`src/rtl/trap_seq_pkg.sv`:
```
package trap_seq_pkg;
  typedef enum logic [1:0] {
    SRC_NONE = 2'd0,
    SRC_USER = 2'd1,
    SRC_DBG  = 2'd2
  } trap_src_e;
endpackage

```
`src/rtl/trap_sync.sv`:
```
module trap_sync #(
  parameter int STAGES = 2
) (
  input  logic clk,
  input  logic rst,
  input  logic async_in,
  output logic rise
);
  localparam int CW = STAGES + 1;
  logic [CW-1:0] chain;

  always_ff @(posedge clk) begin
    if (rst) chain <= '0;
    else     chain <= {chain[CW-2:0], async_in};
  end

  // rising edge seen at the output of the last synchronizer stage
  assign rise = chain[STAGES-1] & ~chain[STAGES];
endmodule

```
`src/rtl/trap_arb.sv`:
```
module trap_arb
  import trap_seq_pkg::*;
(
  input  logic      clk,
  input  logic      rst,
  input  logic      user_rise,
  input  logic      dbg_req,
  input  logic      insn_done,
  input  logic      in_trap,
  output logic      take,
  output trap_src_e take_src
);
  logic dbg_q, dbg_rise;
  logic user_p, dbg_p;
  logic user_any, dbg_any;

  assign dbg_rise = dbg_req & ~dbg_q;
  assign user_any = user_p | user_rise;
  assign dbg_any  = dbg_p  | dbg_rise;
  assign take     = ~in_trap & insn_done & (user_any | dbg_any);
  assign take_src = user_any ? SRC_USER : (dbg_any ? SRC_DBG : SRC_NONE);

  always_ff @(posedge clk) begin
    if (rst) begin
      dbg_q  <= 1'b0;
      user_p <= 1'b0;
      dbg_p  <= 1'b0;
    end else begin
      dbg_q <= dbg_req;
      if (in_trap || take) begin
        user_p <= 1'b0;
        dbg_p  <= 1'b0;
      end else begin
        user_p <= user_any;
        dbg_p  <= dbg_any;
      end
    end
  end
endmodule

```
`src/rtl/trap_ctx.sv`:
```
module trap_ctx
  import trap_seq_pkg::*;
#(
  parameter int          AW        = 16,
  parameter int          SW        = 4,
  parameter logic [AW-1:0] USER_VEC = 'h46,
  parameter logic [AW-1:0] DBG_VEC  = 'h02,
  parameter logic [SW-1:0] USER_CODE = 'hB
) (
  input  logic          clk,
  input  logic          rst,
  input  logic          take,
  input  trap_src_e     take_src,
  input  logic          insn_two_cyc,
  input  logic [AW-1:0] pc_next,
  input  logic          trap_ret,
  input  logic          irq_ack_in,
  input  logic [SW-1:0] irq_stat_in,
  output logic          in_trap,
  output logic          vec_load,
  output logic [AW-1:0] vec_addr,
  output logic [AW-1:0] pi_out,
  output logic          ack_out,
  output logic [SW-1:0] stat_out
);
  logic user_r;
  logic in_trap_n, user_n;
  logic [AW-1:0] ret_addr;

  assign ret_addr = insn_two_cyc ? pc_next : pc_next + AW'(1);

  always_comb begin
    in_trap_n = in_trap;
    user_n    = user_r;
    if (take) begin
      in_trap_n = 1'b1;
      user_n    = (take_src == SRC_USER);
    end else if (trap_ret) begin
      in_trap_n = 1'b0;
      user_n    = 1'b0;
    end
  end

  always_ff @(posedge clk) begin
    if (rst) begin
      in_trap  <= 1'b0;
      user_r   <= 1'b0;
      vec_load <= 1'b0;
      vec_addr <= '0;
      pi_out   <= '0;
      ack_out  <= 1'b0;
      stat_out <= '0;
    end else begin
      in_trap  <= in_trap_n;
      user_r   <= user_n;
      vec_load <= take;
      if (take) begin
        vec_addr <= (take_src == SRC_USER) ? USER_VEC : DBG_VEC;
        pi_out   <= ret_addr;
      end
      ack_out  <= user_n ? 1'b1 : irq_ack_in;
      stat_out <= user_n ? USER_CODE : irq_stat_in;
    end
  end
endmodule

```
`src/rtl/trap_seq.sv`:
```
module trap_seq
  import trap_seq_pkg::*;
#(
  parameter int            AW          = 16,
  parameter int            SW          = 4,
  parameter int            SYNC_STAGES = 2,
  parameter logic [AW-1:0] USER_VEC    = 'h46,
  parameter logic [AW-1:0] DBG_VEC     = 'h02,
  parameter logic [SW-1:0] USER_CODE   = 'hB
) (
  input  logic          clk,
  input  logic          rst,
  input  logic          trap_pin,
  input  logic          dbg_req,
  input  logic          insn_done,
  input  logic          insn_two_cyc,
  input  logic [AW-1:0] pc_next,
  input  logic          trap_ret,
  input  logic          irq_ack_in,
  input  logic [SW-1:0] irq_stat_in,
  output logic          vec_load,
  output logic [AW-1:0] vec_addr,
  output logic [AW-1:0] pi_out,
  output logic          ack_out,
  output logic [SW-1:0] stat_out
);
  logic      user_rise;
  logic      take;
  trap_src_e take_src;
  logic      in_trap;

  trap_sync #(.STAGES(SYNC_STAGES)) u_sync (
    .clk(clk), .rst(rst), .async_in(trap_pin), .rise(user_rise)
  );

  trap_arb u_arb (
    .clk(clk), .rst(rst), .user_rise(user_rise), .dbg_req(dbg_req),
    .insn_done(insn_done), .in_trap(in_trap),
    .take(take), .take_src(take_src)
  );

  trap_ctx #(
    .AW(AW), .SW(SW), .USER_VEC(USER_VEC), .DBG_VEC(DBG_VEC), .USER_CODE(USER_CODE)
  ) u_ctx (
    .clk(clk), .rst(rst), .take(take), .take_src(take_src),
    .insn_two_cyc(insn_two_cyc), .pc_next(pc_next), .trap_ret(trap_ret),
    .irq_ack_in(irq_ack_in), .irq_stat_in(irq_stat_in),
    .in_trap(in_trap), .vec_load(vec_load), .vec_addr(vec_addr),
    .pi_out(pi_out), .ack_out(ack_out), .stat_out(stat_out)
  );
endmodule

```
`config.mk`:
```
export PLATFORM = sky130hd
export DESIGN_NAME = trap_seq
export DESIGN_NICKNAME = d
export VERILOG_FILES = /design/src/rtl/trap_seq_pkg.sv /design/src/rtl/trap_sync.sv /design/src/rtl/trap_arb.sv /design/src/rtl/trap_ctx.sv /design/src/rtl/trap_seq.sv
export SDC_FILE = /design/constraint.sdc
export NUM_CORES = 1
export LEC_CHECK = 0
export BUFFER_PORTS_ARGS = -buffer_cell sky130_fd_sc_hd__buf_2
export CAP_MARGIN = 20
export CORE_MARGIN = 2
export CORE_UTILIZATION = 49
export CTS_BUF_LIST = sky130_fd_sc_hd__clkbuf_4 sky130_fd_sc_hd__clkbuf_8
export DETAILED_ROUTE_END_ITERATION = 8
export PLACE_DENSITY_LB_ADDON = 0.1
export SYNTH_ARGS = -nofsm -noshare
export SYNTH_HDL_FRONTEND = slang
export SYNTH_HIERARCHICAL = 1
export SYNTH_SLANG_ARGS = --single-unit
```
`constraint.sdc`:
```
create_clock -name clk -period 1.8 [get_ports clk]
set_input_delay 0.36 -clock clk [delete_from_list [all_inputs] [get_ports clk]]
set_output_delay 0.36 -clock clk [all_outputs]
set_load 0.1 [all_outputs]
```
* Word-level counts from Yosys, hierarchy flattened
Cells that the tools add are included. Widths: inputs -> output; s select.
Storage, ports and cells: bits in registers 46, logic and storage cells 38
Operators by class: add/subtract/negate cells 1, eq/ne operators 1, mux-type cells 10, bitwise gates (word level) 10, reductions and logical operators 4
Operators by type and width (count):
- $add 16x1->16 const B | 1
- $mux 16 | 1
- $mux 7 | 1
- $mux 1 | 5
- $and 1x1->1 | 4
- $mux 2 | 2
- $mux 4 | 1
- $reduce_or 2->1 | 2
- $not 1->1 | 3
- $or 1x1->1 | 3
- $eq 2x1->1 const B | 1
- $reduce_bool 2->1 | 1
- $logic_or 1x1->1 | 1

* Longest topological paths before layout
Gate-level depths: netlist of the first run.
depth in word-level cells 8, gate-level depth with buffers 7, mapped depth without buffers 7

* Hierarchy
Netlist of the first run, hierarchy kept.
Modules (own cells, without submodules):
- trap_ctx | times used 1, cells an instance 149, area each 1300.0 um^2, sequential area each 520.5 um^2
- trap_arb | times used 1, cells an instance 14, area each 150.1 um^2, sequential area each 60.1 um^2
- trap_sync | times used 1, cells an instance 7, area each 87.6 um^2, sequential area each 60.1 um^2

* Worst setup path before layout of the first run
No wires, ideal clock.
kind flip-flop to output port, from register u_ctx/vec_addr[2] (netlist name), to output vec_addr[6], data arrival time 1374 ps, data required time 1440 ps, slack 66 ps, cell stages (with the launch flop) 2, cell sequence dfxtp_1 > buf_4
RTL lines:
- to (decl) | RTL line trap_seq.sv:22 | output logic [AW-1:0] vec_addr,

* Final worst setup path of the first run
from register u_sync.chain[1], to register u_ctx.stat_out[2]
On the way: longest elaborated chain between the ends 6
Ends and longest elaborated chain:
- from (decl) | RTL line trap_sync.sv:10 | logic [CW-1:0] chain;
- from (signal assigned) | RTL line trap_sync.sv:14 | else chain <= {chain[CW-2:0], async_in};
- $and 1x1->1 | RTL line trap_sync.sv:18 | assign rise = chain[STAGES-1] & ~chain[STAGES];
- via user_rise | RTL line trap_seq.sv:27 | logic user_rise;
- $or 1x1->1 | RTL line trap_arb.sv:18 | assign user_any = user_p | user_rise;
- $or 1x1->1 | RTL line trap_arb.sv:20 | assign take = ~in_trap & insn_done & (user_any | dbg_any);
- $and 1x1->1 | RTL line trap_arb.sv:20
- via take | RTL line trap_seq.sv:28 | logic take;
- $mux 1 | RTL line trap_ctx.sv:35 | if (take) begin
- $reduce_or 2->1 (no line)
- to (signal assigned) | RTL line trap_ctx.sv:62 | stat_out <= user_n ? USER_CODE : irq_stat_in;
- to (decl) | RTL line trap_ctx.sv:24 | output logic [SW-1:0] stat_out
The timed path passes the listed nets, and every way through them passes these cells. A chain may end at the register's enable or synchronous reset.

==> results of run 1 <==
## power groups by stage
stage               logic, µW  registers, µW  clock network, µW
floorplan                 277           1100                  0
global placement          677            796                  0
detailed placement        683            798                  0
CTS                       683            781                460
global route              713            787                492
finish                    681            781                442
## final cells by class
class	instances	area, µm²	area share, %
Multi-Input combinational cell	117	762	41.1
Sequential cell	32	641	34.5
Timing Repair Buffer	55	295	15.9
Clock buffer	7	65.1	3.51
Tap cell	44	55.1	2.97
Inverter	10	37.5	2.02
## cells in the final DEF, fill, tap and decap left out, types with 2 or more instances in the layout
cell type and count:
sky130_fd_sc_hd__a21oi_1 7, sky130_fd_sc_hd__or3_1 4, sky130_fd_sc_hd__nor2b_1 7, sky130_fd_sc_hd__nor2_1 21
sky130_fd_sc_hd__buf_4 2, sky130_fd_sc_hd__xor2_1 2, sky130_fd_sc_hd__mux2i_1 2, sky130_fd_sc_hd__o21ai_0 3
sky130_fd_sc_hd__a211oi_1 12, sky130_fd_sc_hd__nor3_1 3, sky130_fd_sc_hd__nand3_1 5, sky130_fd_sc_hd__inv_1 10
sky130_fd_sc_hd__dfxtp_1 32, sky130_fd_sc_hd__xnor2_1 10, sky130_fd_sc_hd__conb_1 13, sky130_fd_sc_hd__nand2_1 4
sky130_fd_sc_hd__clkbuf_8 2, sky130_fd_sc_hd__clkbuf_4 5, sky130_fd_sc_hd__buf_2 52, sky130_fd_sc_hd__nor4_1 6
sky130_fd_sc_hd__nand4_1 3, sky130_fd_sc_hd__a311oi_1 3
## cell families after synthesis
kind of cell	count (synthesis)	share of synthesized area, %
AOI/OAI and AO/OA	28	13.8
DFF	32	41.7
adders and majority gates	1	0.814
buffers and inverters	33	12.9
and+or+nand+nor	61	22.5
muxes	2	1.30
other	1	0.244
xor gates and xnor gates	12	6.83
## cells in the mapped netlist (2+ instances only)
cell,instances
sky130_fd_sc_hd__nand3_1,5
sky130_fd_sc_hd__xnor2_1,10
sky130_fd_sc_hd__buf_6,2
sky130_fd_sc_hd__nor3_1,3
sky130_fd_sc_hd__nor2b_1,7
sky130_fd_sc_hd__xor2_1,2
sky130_fd_sc_hd__dfxtp_1,32
sky130_fd_sc_hd__mux2i_1,2
sky130_fd_sc_hd__clkbuf_1,4
sky130_fd_sc_hd__a21oi_1,7
sky130_fd_sc_hd__a211oi_1,12
sky130_fd_sc_hd__buf_2,2
sky130_fd_sc_hd__nand2_1,4
sky130_fd_sc_hd__or3_1,4
sky130_fd_sc_hd__inv_1,10
sky130_fd_sc_hd__nor4_1,6
sky130_fd_sc_hd__nor2_1,21
sky130_fd_sc_hd__nand4_1,3
sky130_fd_sc_hd__o21ai_0,3
sky130_fd_sc_hd__buf_4,15
sky130_fd_sc_hd__a311oi_1,4
## registers in the layout, indices dropped and copies added (netlist names)
register / flops
u_ctx/pi_out: 16
u_ctx/stat_out: 4
u_sync/chain: 3
u_ctx/vec_addr: 2
u_arb/dbg_p: 1
u_arb/dbg_q: 1
u_arb/user_p: 1
u_ctx/ack_out: 1
u_ctx/in_trap: 1
u_ctx/user_r: 1
u_ctx/vec_load: 1
## metal layers
metal | routed length, µm | vias up
li1 | - | 666
met1 | 1280 | 568
met2 | 1390 | 42
met3 | 172 | 6
met4 | 64 | 0
met5 | 0 | -
## worst reg2reg max path, cell delays in order, from the launching register on
cell and delay, ns:
sky130_fd_sc_hd__dfxtp_1 0.31, sky130_fd_sc_hd__nor2b_2 0.14, sky130_fd_sc_hd__nor2_1 0.24, sky130_fd_sc_hd__a311oi_4 0.17
sky130_fd_sc_hd__o31a_1 0.40, sky130_fd_sc_hd__and3b_1 0.20
## through the flow
step	total power, µW	util (%)
final	1900	61.3
after CTS	1920	61.3
after detailed placement	1480	59.1
after global placement	1470	59.1
after global routing	1990	61.3
after floorplan	1380	-
## how the worst max path moves through the flow
stage                               endpoint  slack [ns]  cells past startpoint
4_1_cts         u_ctx/stat_out[2]$_SDFF_PP0_        0.24                      5
3_5_place_dp   u_ctx/pi_out[15]$_SDFFE_PP0P_        0.06                      5
5_1_grt         u_ctx/stat_out[1]$_SDFF_PP0_        0.12                      7
6_report        u_ctx/stat_out[2]$_SDFF_PP0_        0.25                      5
2_1_floorplan                    vec_addr[6]        0.07                      1
3_3_place_gp   u_ctx/pi_out[15]$_SDFFE_PP0P_        0.12                      5
==> results by group, run 1 <==
Status
  • Result of the run: finished clean

Worst setup path
  • CP Data Required Time: approximately 2.0 ns
  • Crit path max-delay cell type: sky130_fd_sc_hd__o31a_1
  • Worst reg-to-reg setup slack: approximately 0.25 ns
  • Worst r2r path cells: 5
  • Maximum fanout along the worst path: 6
  • Classification of the worst setup path: flip-flop to flip-flop
  • CP bufs+invs: 0
  • Crit path from: u_sync/chain[1]$_SDFF_PP0_
  • R2r startpoint: u_sync/chain[1]$_SDFF_PP0_
  • Capture point of the worst reg-to-reg path: u_ctx/stat_out[2]$_SDFF_PP0_
  • Crit path arrival time: between 1.5 and 2 ns
  • Setup crit start kind: flip-flop
  • Endpoint class of the critical path: flip-flop
  • Worst path cell trace: nor2b_2 > nor2_1 > a311oi_4 > o31a_1 > and3b_1
  • Kind of cell adding the most delay to the critical path: simple AND/OR/NAND/NOR gates
  • Slowest Stage Delay on Critical Path: approximately 0.4 ns

Floorplan
  • Width of the die: ~60 µm
  • Die footprint: roughly 3600 µm²
  • Total number of placement rows: 20
  • Core area: roughly 3000 µm²
  • Count of boundary I/O pins: 66
  • Effective utilization at floorplan: just over 50%
  • Die outline height: ~60 µm

STA
  • RSZ-0062 raised after global routing: false
  • Max Slew Vio Count: 0
  • Number of setup violations in the final report: 0
  • Final cycle utilization of the critical path: 86.3%
  • Rel. slew slack: 62.2%
  • Post-route setup slack: roughly 0.25 ns
  • Min Hold Slack: about 0.24 ns
  • Fmax achieved: 643 MHz
  • Clock skew after layout: 0.00551 ns
  • Minimum period implied by the final worst setup slack: approximately 1.6 ns
  • Actual transition at the worst max-transition pin: approximately 0.57 ns
  • Post-route setup TNS: 0 ns
  • Final Hold Vio Count: 0

Drt
  • Routed wire per std cell: between 10 and 15 µm
  • Detailed Routing Iterations Pass 1: 4
  • Antenna Violating Nets Remaining: 0
  • Overall routed net length: 2910 µm
  • First DRT Iteration DRCs: 50
  • Vias/cell: a little under 5
  • DR DRC count: 0
  • Via count: 1282

Global route
  • Global Route met2 Usage: between 20% and 30%
  • Met3 Usage GRT: 6.06%
  • Initial antenna violation count: 0
  • Vias in the first global route: approximately 1100
  • Largest net degree at the start of global routing: 36
  • Met1 usage: just under 20%
  • Overflow after GRT: 0
  • GRT busiest layer: met2
  • First-pass GRT wire length: roughly 4600 µm
  • Global-route total usage across every layer: 17.3%

Synth
  • Number of enable-type register cells in the synthesized netlist: 0
  • Flip-flop cell with the highest count after synthesis: sky130_fd_sc_hd__dfxtp_1
  • Share of flip-flops with an asynchronous set or reset: 0%
  • Fraction of the yosys area taken by sequential cells: 41.7%
  • Dominant cells by area after synthesis: sky130_fd_sc_hd__dfxtp_1 42%, sky130_fd_sc_hd__buf_4 7.3%, sky130_fd_sc_hd__a211oi_1 5.9%
  • Synthesized area per cell: between 9 and 10 µm²
  • Combined area of all synthesized cells: 1540 µm²
  • Yosys top cell by area: sky130_fd_sc_hd__dfxtp_1
  • Number of instances in the synthesized netlist: 170
  • Share of the synthesized area in the top cell type: a little over two fifths
  • Yosys Warn Count: 6
  • Count of distinct cell types in the synthesized netlist: 33
  • Synthesized flop and latch total: 32

Power
  • Cell area power density: ~1000 nW/µm²
  • Internal cell power: between 1000 and 1500 µW
  • Largest vdd supply drop: approximately 0.00043 V
  • Switching Power: between 800 and 900 µW
  • Clk pwr share: a little under a quarter
  • Static Leakage: around 0.00081 µW
  • Net switching share of the total power: 42.2%
  • Proportion of power drawn by flip-flops and latches: about two fifths
  • Proportion of power drawn by combinational gates: 35.8%

CTS
  • Setup bufs post-CTS: 0
  • Clk_lat worst skew: 0.32 ns
  • TritonCTS Buffers: 5
  • TritonCTS clock tree: yes
  • Max Root-Sink Buffers: 2
  • Clock transition at the registers of the reported paths: 0.09 ns
  • Buffer type at the clock tree root: sky130_fd_sc_hd__clkbuf_4
  • Number of buffers inserted for hold repair after clock tree synthesis: 0
  • Clock sinks: 32
  • H-tree depth reported by CTS: 2
  • Quantity of gates resized following cts: 0

Flow run
  • Number of max-cap violations: 0

Finish
  • Layout-stage area growth over the synthesis result: 20.7%
  • Ant diodes: 0
  • Layout Nets: 250
  • Summed area of non-filler cells in the final layout: 1860 µm²
  • Proportion of layout cells with a drive suffix above 1: a little over 30%
  • Fill cells: 293
  • Final cell count without fillers: approximately 270

Hold path
  • Startpoint of the lowest-slack hold path: insn_done
  • Depth of the worst hold-timing path: 2
  • Hold Path End: u_arb/dbg_p$_SDFF_PP0_
  • Worst min-delay path category: primary input to flip-flop

Place
  • Estimated wirelength of the detail-placed design: between 2000 and 2500 µm
  • Worst setup timing slack at the placement stage: roughly 0.065 ns
  • Dpl cells: roughly 260
  • Global placement routability congestion: 0.817
  • Cell area after placement: about 1800 µm²
  • Count of port buffers added during placement: 52
Note: power is estimated with default switching activity, not from simulation.
==> inputs of run 2 (changes only) <==
SYNTH_HIERARCHICAL = default   (was 1)
==> results by group, run 2 <==
CTS
  • TritonCTS clock tree: yes
  • Buffer type at the clock tree root: sky130_fd_sc_hd__clkbuf_4
  • H-tree depth reported by CTS: 2
  • Setup bufs post-CTS: 0
  • Max Root-Sink Buffers: 2
  • TritonCTS Buffers: 5
  • Number of buffers inserted for hold repair after clock tree synthesis: 0
  • Clock transition at the registers of the reported paths: approximately 0.1 ns
  • Clock sinks: 32
  • Clk_lat worst skew: about 0.33 ns
  • Quantity of gates resized following cts: 0

Worst setup path
  • Endpoint class of the critical path: flip-flop
  • CP bufs+invs: 0
  • Crit path max-delay cell type: sky130_fd_sc_hd__a32oi_1
  • CP Data Required Time: 2.08 ns
  • Worst path cell trace: nor2b_1 > o21ai_1 > a32oi_1 > and3b_1
  • Crit path arrival time: 1.83 ns
  • R2r startpoint: u_ctx.in_trap$_SDFFE_PP0P_
  • Classification of the worst setup path: flip-flop to flip-flop
  • Setup crit start kind: flip-flop
  • Maximum fanout along the worst path: 6
  • Slowest Stage Delay on Critical Path: approximately 0.48 ns
  • Worst r2r path cells: 4
  • Kind of cell adding the most delay to the critical path: compound AO/OA/AOI/OAI gates
  • Capture point of the worst reg-to-reg path: u_ctx.stat_out[2]$_SDFF_PP0_
  • Worst reg-to-reg setup slack: 0.24 ns

Drt
  • Overall routed net length: a little over 3000 µm
  • Vias/cell: 5.06
  • Via count: 1269
  • Detailed Routing Iterations Pass 1: 4
  • Antenna Violating Nets Remaining: 0
  • Routed wire per std cell: roughly 12 µm
  • DR DRC count: 0
  • First DRT Iteration DRCs: 31

Power
  • Static Leakage: roughly 0.00083 µW
  • Largest vdd supply drop: 0.000609 V
  • Cell area power density: ~1100 nW/µm²

Synth
  • Share of the synthesized area in the top cell type: a little over two fifths
  • Synthesized flop and latch total: 32
  • Post-synthesis share of cell area spent on and, or, nand and nor gates: about 22%
  • Top post-synthesis cells by count: 32 x sky130_fd_sc_hd__dfxtp_1, 21 x sky130_fd_sc_hd__nor2_1, 14 x sky130_fd_sc_hd__buf_4
  • Synthesized-area fraction occupied by xor and xnor cells: between 8 and 9%
  • Combined area of all synthesized cells: roughly 1500 µm²
  • Dominant cells by area after synthesis: sky130_fd_sc_hd__dfxtp_1 42%, sky130_fd_sc_hd__buf_4 6.9%, sky130_fd_sc_hd__xnor2_1 6.4%
  • Share of flip-flops with an asynchronous set or reset: 0%
  • Yosys top cell by area: sky130_fd_sc_hd__dfxtp_1
  • Multiplexer area fraction after synthesis: less than 1%
  • Combinational family with the most area after synthesis: simple AND/OR/NAND/NOR gates
  • Number of enable-type register cells in the synthesized netlist: 0
  • Adder-cell area share of the yosys netlist: 0.826%
  • Count of distinct cell types in the synthesized netlist: 36
  • Count leader, synth: sky130_fd_sc_hd__dfxtp_1
  • Number of instances in the synthesized netlist: ~160
  • Synthesized-area fraction occupied by ao, oa, aoi and oai cells: about 14%
  • Yosys Warn Count: 0
  • Fraction of the yosys area taken by sequential cells: 42.3%
  • Flip-flop cell with the highest count after synthesis: sky130_fd_sc_hd__dfxtp_1
  • Synthesized area per cell: slightly above 9 µm²

STA
  • Rel. slew slack: between 60% and 70%
  • Actual transition at the worst max-transition pin: 0.554 ns
  • Final Hold Vio Count: 0
  • Post-route setup TNS: 0 ns
  • Number of setup violations in the final report: 0
  • Max Slew Vio Count: 0
  • Clock skew after layout: around 0.0041 ns
  • Minimum period implied by the final worst setup slack: ~1.6 ns
  • RSZ-0062 raised after global routing: false
  • Final cycle utilization of the critical path: approximately 87%
  • Fmax achieved: 642 MHz

Finish
  • Fill cells: ~280
  • Largest registers: u_ctx.pi_out (16), u_ctx.stat_out (4), u_sync.chain (3)
  • Most common library cell in the layout ignoring fill and taps: sky130_fd_sc_hd__buf_2
  • Final cell count without fillers: about 250
  • Reg with most FFs: u_ctx.pi_out
  • Final core utilization: between 60% and 70%
  • Proportion of layout cells with a drive suffix above 1: roughly a third
  • Most used cells in the layout excluding fill and tap cells: 52 x sky130_fd_sc_hd__buf_2, 32 x sky130_fd_sc_hd__dfxtp_1, 21 x sky130_fd_sc_hd__nor2_1
  • Register cell area after layout: 641 µm²
  • Layout Nets: between 200 and 250
  • Number of flip-flops in the largest register: 16
  • Ant diodes: 0
  • Layout-stage area growth over the synthesis result: 21.4%
  • Area used by multi-input combinational logic: around 760 µm²

Floorplan
  • Die footprint: 3550 µm²
  • Total number of placement rows: 20
  • Die outline height: between 50 and 60 µm
  • Width of the die: 59.6 µm
  • Effective utilization at floorplan: just over 50%
  • Core area: ~3000 µm²
  • Count of boundary I/O pins: 66

Place
  • Estimated wirelength of the detail-placed design: 2420 µm
  • Count of port buffers added during placement: between 50 and 60
  • Global placement routability congestion: a little over 0.8
  • Dpl cells: 243

Global route
  • Overflow after GRT: 0
  • Initial antenna violation count: 0
  • Largest net degree at the start of global routing: 32
  • First-pass GRT wire length: around 5000 µm
  • Global-route total usage across every layer: approximately 19%
  • Vias in the first global route: ~1200

Hold path
  • Depth of the worst hold-timing path: 2
  • Startpoint of the lowest-slack hold path: insn_done
  • Worst min-delay path category: primary input to flip-flop
  • Hold Path End: u_arb.user_p$_SDFF_PP0_

Status
  • Result of the run: finished clean

Flow run
  • Number of max-cap violations: 0
## run 2: per-stage QoR
step | hold slack, ns | worst slack, ns | area (µm²) | total power [µW]
after detailed placement | 0.449 | 0.117 | 1760 | 1480
final | 0.231 | 0.243 | 1840 | 2010
after global routing | 0.225 | 0.117 | 1840 | 2100
after CTS | 0.215 | 0.251 | 1840 | 2030
after global placement | 0.417 | 0.243 | 1760 | 1470
after floorplan | 0.414 | 0.0661 | 1560 | 1380
## run 2: where the power goes
part	internal, µW	switching, µW	total (µW)
registers	759	23.4	782
clock network	306	243	549
logic	119	564	683
total	1180	831	2010
## run 2: kinds of logic after synthesis
group,count (synthesis)
and+or+nand+nor,58
AOI/OAI and AO/OA,28
adders and majority gates,1
xor gates and xnor gates,15
muxes,1
DFF,32
buffers and inverters,28
other,1
## run 2: layout make-up
| cell class | count | area share, % |
|---|---|---|
| Multi-Input combinational cell | 116 | 41.3 |
| Clock buffer | 6 | 2.45 |
| Inverter | 8 | 1.63 |
| Tap cell | 33 | 2.25 |
| Sequential cell | 32 | 34.9 |
| Timing Repair Buffer | 54 | 15.7 |
| Clock inverter | 2 | 1.91 |
## run 2: worst max-delay path by stage
stage | startpoint | end | slack, ns | depth (start not counted)
2_1_floorplan | u_ctx.vec_addr[2]$_SDFFE_PP0P_ | vec_addr[6] | 0.07 | 1
4_1_cts | u_ctx.in_trap$_SDFFE_PP0P_ | u_ctx.stat_out[2]$_SDFF_PP0_ | 0.25 | 4
3_3_place_gp | insn_two_cyc | u_ctx.pi_out[15]$_SDFFE_PP0P_ | 0.24 | 5
5_1_grt | u_ctx.in_trap$_SDFFE_PP0P_ | u_ctx.stat_out[2]$_SDFF_PP0_ | 0.12 | 4
3_5_place_dp | insn_done | u_ctx.stat_out[2]$_SDFF_PP0_ | 0.12 | 5
6_report | u_ctx.in_trap$_SDFFE_PP0P_ | u_ctx.stat_out[2]$_SDFF_PP0_ | 0.24 | 4
## run 2: routing by layer
metal | up-vias | GRT usage [%] | share of wire [%]
met5 | - | 0 | 0
met2 | 50 | 32.0 | 47
met4 | 0 | 7.62 | 2.2
li1 | 643 | - | -
met3 | 8 | 4.59 | 5.8
met1 | 568 | 21.8 | 44
==> inputs of run 3 (changes only) <==
CORE_UTILIZATION = 52   (was 49)
SLEW_MARGIN = 0   (was default)
clock period = 2 ns   (was 1.8 ns; I/O delays follow)
==> results by group, run 3 (synthesis gave the netlist of run 2 again) <==
Status
  • Result of the run: finished clean

Global route
  • Overflow after GRT: 0
  • First-pass GRT wire length: 4870 µm
  • Initial antenna violation count: 0
  • Vias in the first global route: ~1200
  • Global-route total usage across every layer: a little under a fifth
  • Largest net degree at the start of global routing: 32

Worst setup path
  • Worst path cell trace: buf_2
  • Kind of cell adding the most delay to the critical path: buffers and inverters
  • Stages on worst setup path: 1
  • Crit path arrival time: ~1.1 ns
  • Endpoint class of the critical path: output port
  • CP Data Required Time: around 1.6 ns
  • Slowest Stage Delay on Critical Path: ~0.43 ns
  • Crit path max-delay cell type: sky130_fd_sc_hd__buf_2
  • Classification of the worst setup path: flip-flop to output port
  • Setup crit start kind: flip-flop
  • Worst r2r path cells: 4
  • CP bufs+invs: 1
  • Maximum fanout along the worst path: 3

Floorplan
  • Die outline height: around 58 µm
  • Die footprint: between 3000 and 4000 µm²
  • Effective utilization at floorplan: between 50% and 60%
  • Total number of placement rows: 19
  • Core area: 2760 µm²
  • Count of boundary I/O pins: 66
  • Width of the die: ~58 µm

CTS
  • TritonCTS clock tree: yes
  • H-tree depth reported by CTS: 2
  • TritonCTS Buffers: 5
  • Number of buffers inserted for hold repair after clock tree synthesis: 0
  • Clk_lat worst skew: between 0.3 and 0.4 ns
  • Clock transition at the registers of the reported paths: 0.09 ns
  • Setup bufs post-CTS: 0
  • Max Root-Sink Buffers: 2
  • Buffer type at the clock tree root: sky130_fd_sc_hd__clkbuf_4
  • Quantity of gates resized following cts: 0
  • Clock sinks: 32

Finish
  • Number of flip-flops in the largest register: 16
  • Layout-stage area growth over the synthesis result: 20.0%
  • Proportion of layout cells with a drive suffix above 1: 32.1%
  • Layout Nets: roughly 250
  • Ant diodes: 0
  • Reg with most FFs: u_ctx.pi_out
  • Most common library cell in the layout ignoring fill and taps: sky130_fd_sc_hd__buf_2
  • Largest registers: u_ctx.pi_out (16), u_ctx.stat_out (4), u_sync.chain (3)
  • Most used cells in the layout excluding fill and tap cells: 52 x sky130_fd_sc_hd__buf_2, 32 x sky130_fd_sc_hd__dfxtp_1, 21 x sky130_fd_sc_hd__nor2_1

Drt
  • DR DRC count: 0
  • Overall routed net length: around 2800 µm
  • Via count: 1268
  • Antenna Violating Nets Remaining: 0
  • First DRT Iteration DRCs: 58
  • Detailed Routing Iterations Pass 1: 4
  • Vias/cell: between 5 and 6
  • Routed wire per std cell: ~11 µm

STA
  • Clock skew after layout: 0.00601 ns
  • Actual transition at the worst max-transition pin: between 0.5 and 0.6 ns
  • Max Slew Vio Count: 0
  • Post-route setup TNS: 0 ns
  • RSZ-0062 raised after global routing: false
  • Min Hold Slack: between 0.2 and 0.3 ns
  • Final Hold Vio Count: 0
  • Rel. slew slack: 61.6%
  • Final cycle utilization of the critical path: between 70% and 80%
  • Minimum period implied by the final worst setup slack: around 1.5 ns
  • Number of setup violations in the final report: 0
  • Fmax achieved: 665 MHz

Power
  • Static Leakage: 0.000825 µW
  • Post-route total power: around 1700 µW
  • Largest vdd supply drop: 0.000730 V
  • Cell area power density: 932 nW/µm²

Flow run
  • Number of max-cap violations: 0

Place
  • Count of port buffers added during placement: 52
  • Global placement routability congestion: between 0.7 and 0.8
  • Estimated wirelength of the detail-placed design: about 2200 µm

Hold path
  • Depth of the worst hold-timing path: 2
  • Worst min-delay path category: primary input to flip-flop
[run 3: cell types whose count changed in the layout (fill, tap and decap cells not counted)]
| cell | delta |
|---|---|
| sky130_fd_sc_hd__clkbuf_4 | -1 |
| sky130_fd_sc_hd__clkinv_2 | +1 |
| sky130_fd_sc_hd__clkbuf_8 | +1 |
| sky130_fd_sc_hd__bufinv_16 | -1 |
[run 3: power breakdown]
group | internal [µW] | switching (µW) | total [µW]
clock network | 167 | 211 | 378
registers | 683 | 20.2 | 703
logic | 107 | 505 | 612
[run 3: stage by stage]
step                setup slack [ns]  cells  util, %  area [µm²]
floorplan                      0.226    176        -        1560
global placement               0.415    241     63.7        1760
detailed placement             0.368    241     63.7        1760
CTS                            0.478    249     65.9        1820
global route                   0.336    249     65.9        1820
finish                         0.495    249     65.9        1820
[run 3: worst register-to-register path, stage by stage (launching register included)]
cell and delay, ns:
sky130_fd_sc_hd__dfxtp_1 0.35, sky130_fd_sc_hd__nor2b_1 0.28, sky130_fd_sc_hd__o21ai_1 0.15, sky130_fd_sc_hd__a32oi_1 0.46
sky130_fd_sc_hd__and3b_1 0.22
[run 3: layout make-up]
class | instances | area [µm²]
Fill cell | 251 | 941
Multi-Input combinational cell | 116 | 758
Sequential cell | 32 | 641
Timing Repair Buffer | 54 | 288
Clock buffer | 6 | 51.3
Tap cell | 31 | 38.8
Inverter | 8 | 30.0
Clock inverter | 2 | 10.0
[run 3: final timing paths]
| check | from | to | slack [ns] |
|---|---|---|---|
| setup / recovery | u_ctx.vec_addr[2]$_SDFFE_PP0P_ | vec_addr[6] | 0.50 |
| hold / removal | insn_done | u_arb.user_p$_SDFF_PP0_ | 0.28 |
| setup reg to reg | u_ctx.in_trap$_SDFFE_PP0P_ | u_ctx.stat_out[2]$_SDFF_PP0_ | 0.50 |
| hold reg to reg | u_sync.chain[0]$_SDFF_PP0_ | u_sync.chain[1]$_SDFF_PP0_ | 0.46 |
[run 3: routing by layer]
metal | share of wire (%) | wire length, µm | GRT usage [%] | vias up
met5 | 0 | 0 | 0 | -
met4 | 1.2 | 35 | 9.30 | 0
met3 | 7.8 | 220 | 4.69 | 4
met2 | 48 | 1370 | 32.1 | 50
met1 | 42 | 1200 | 21.6 | 570
li1 | - | - | - | 644
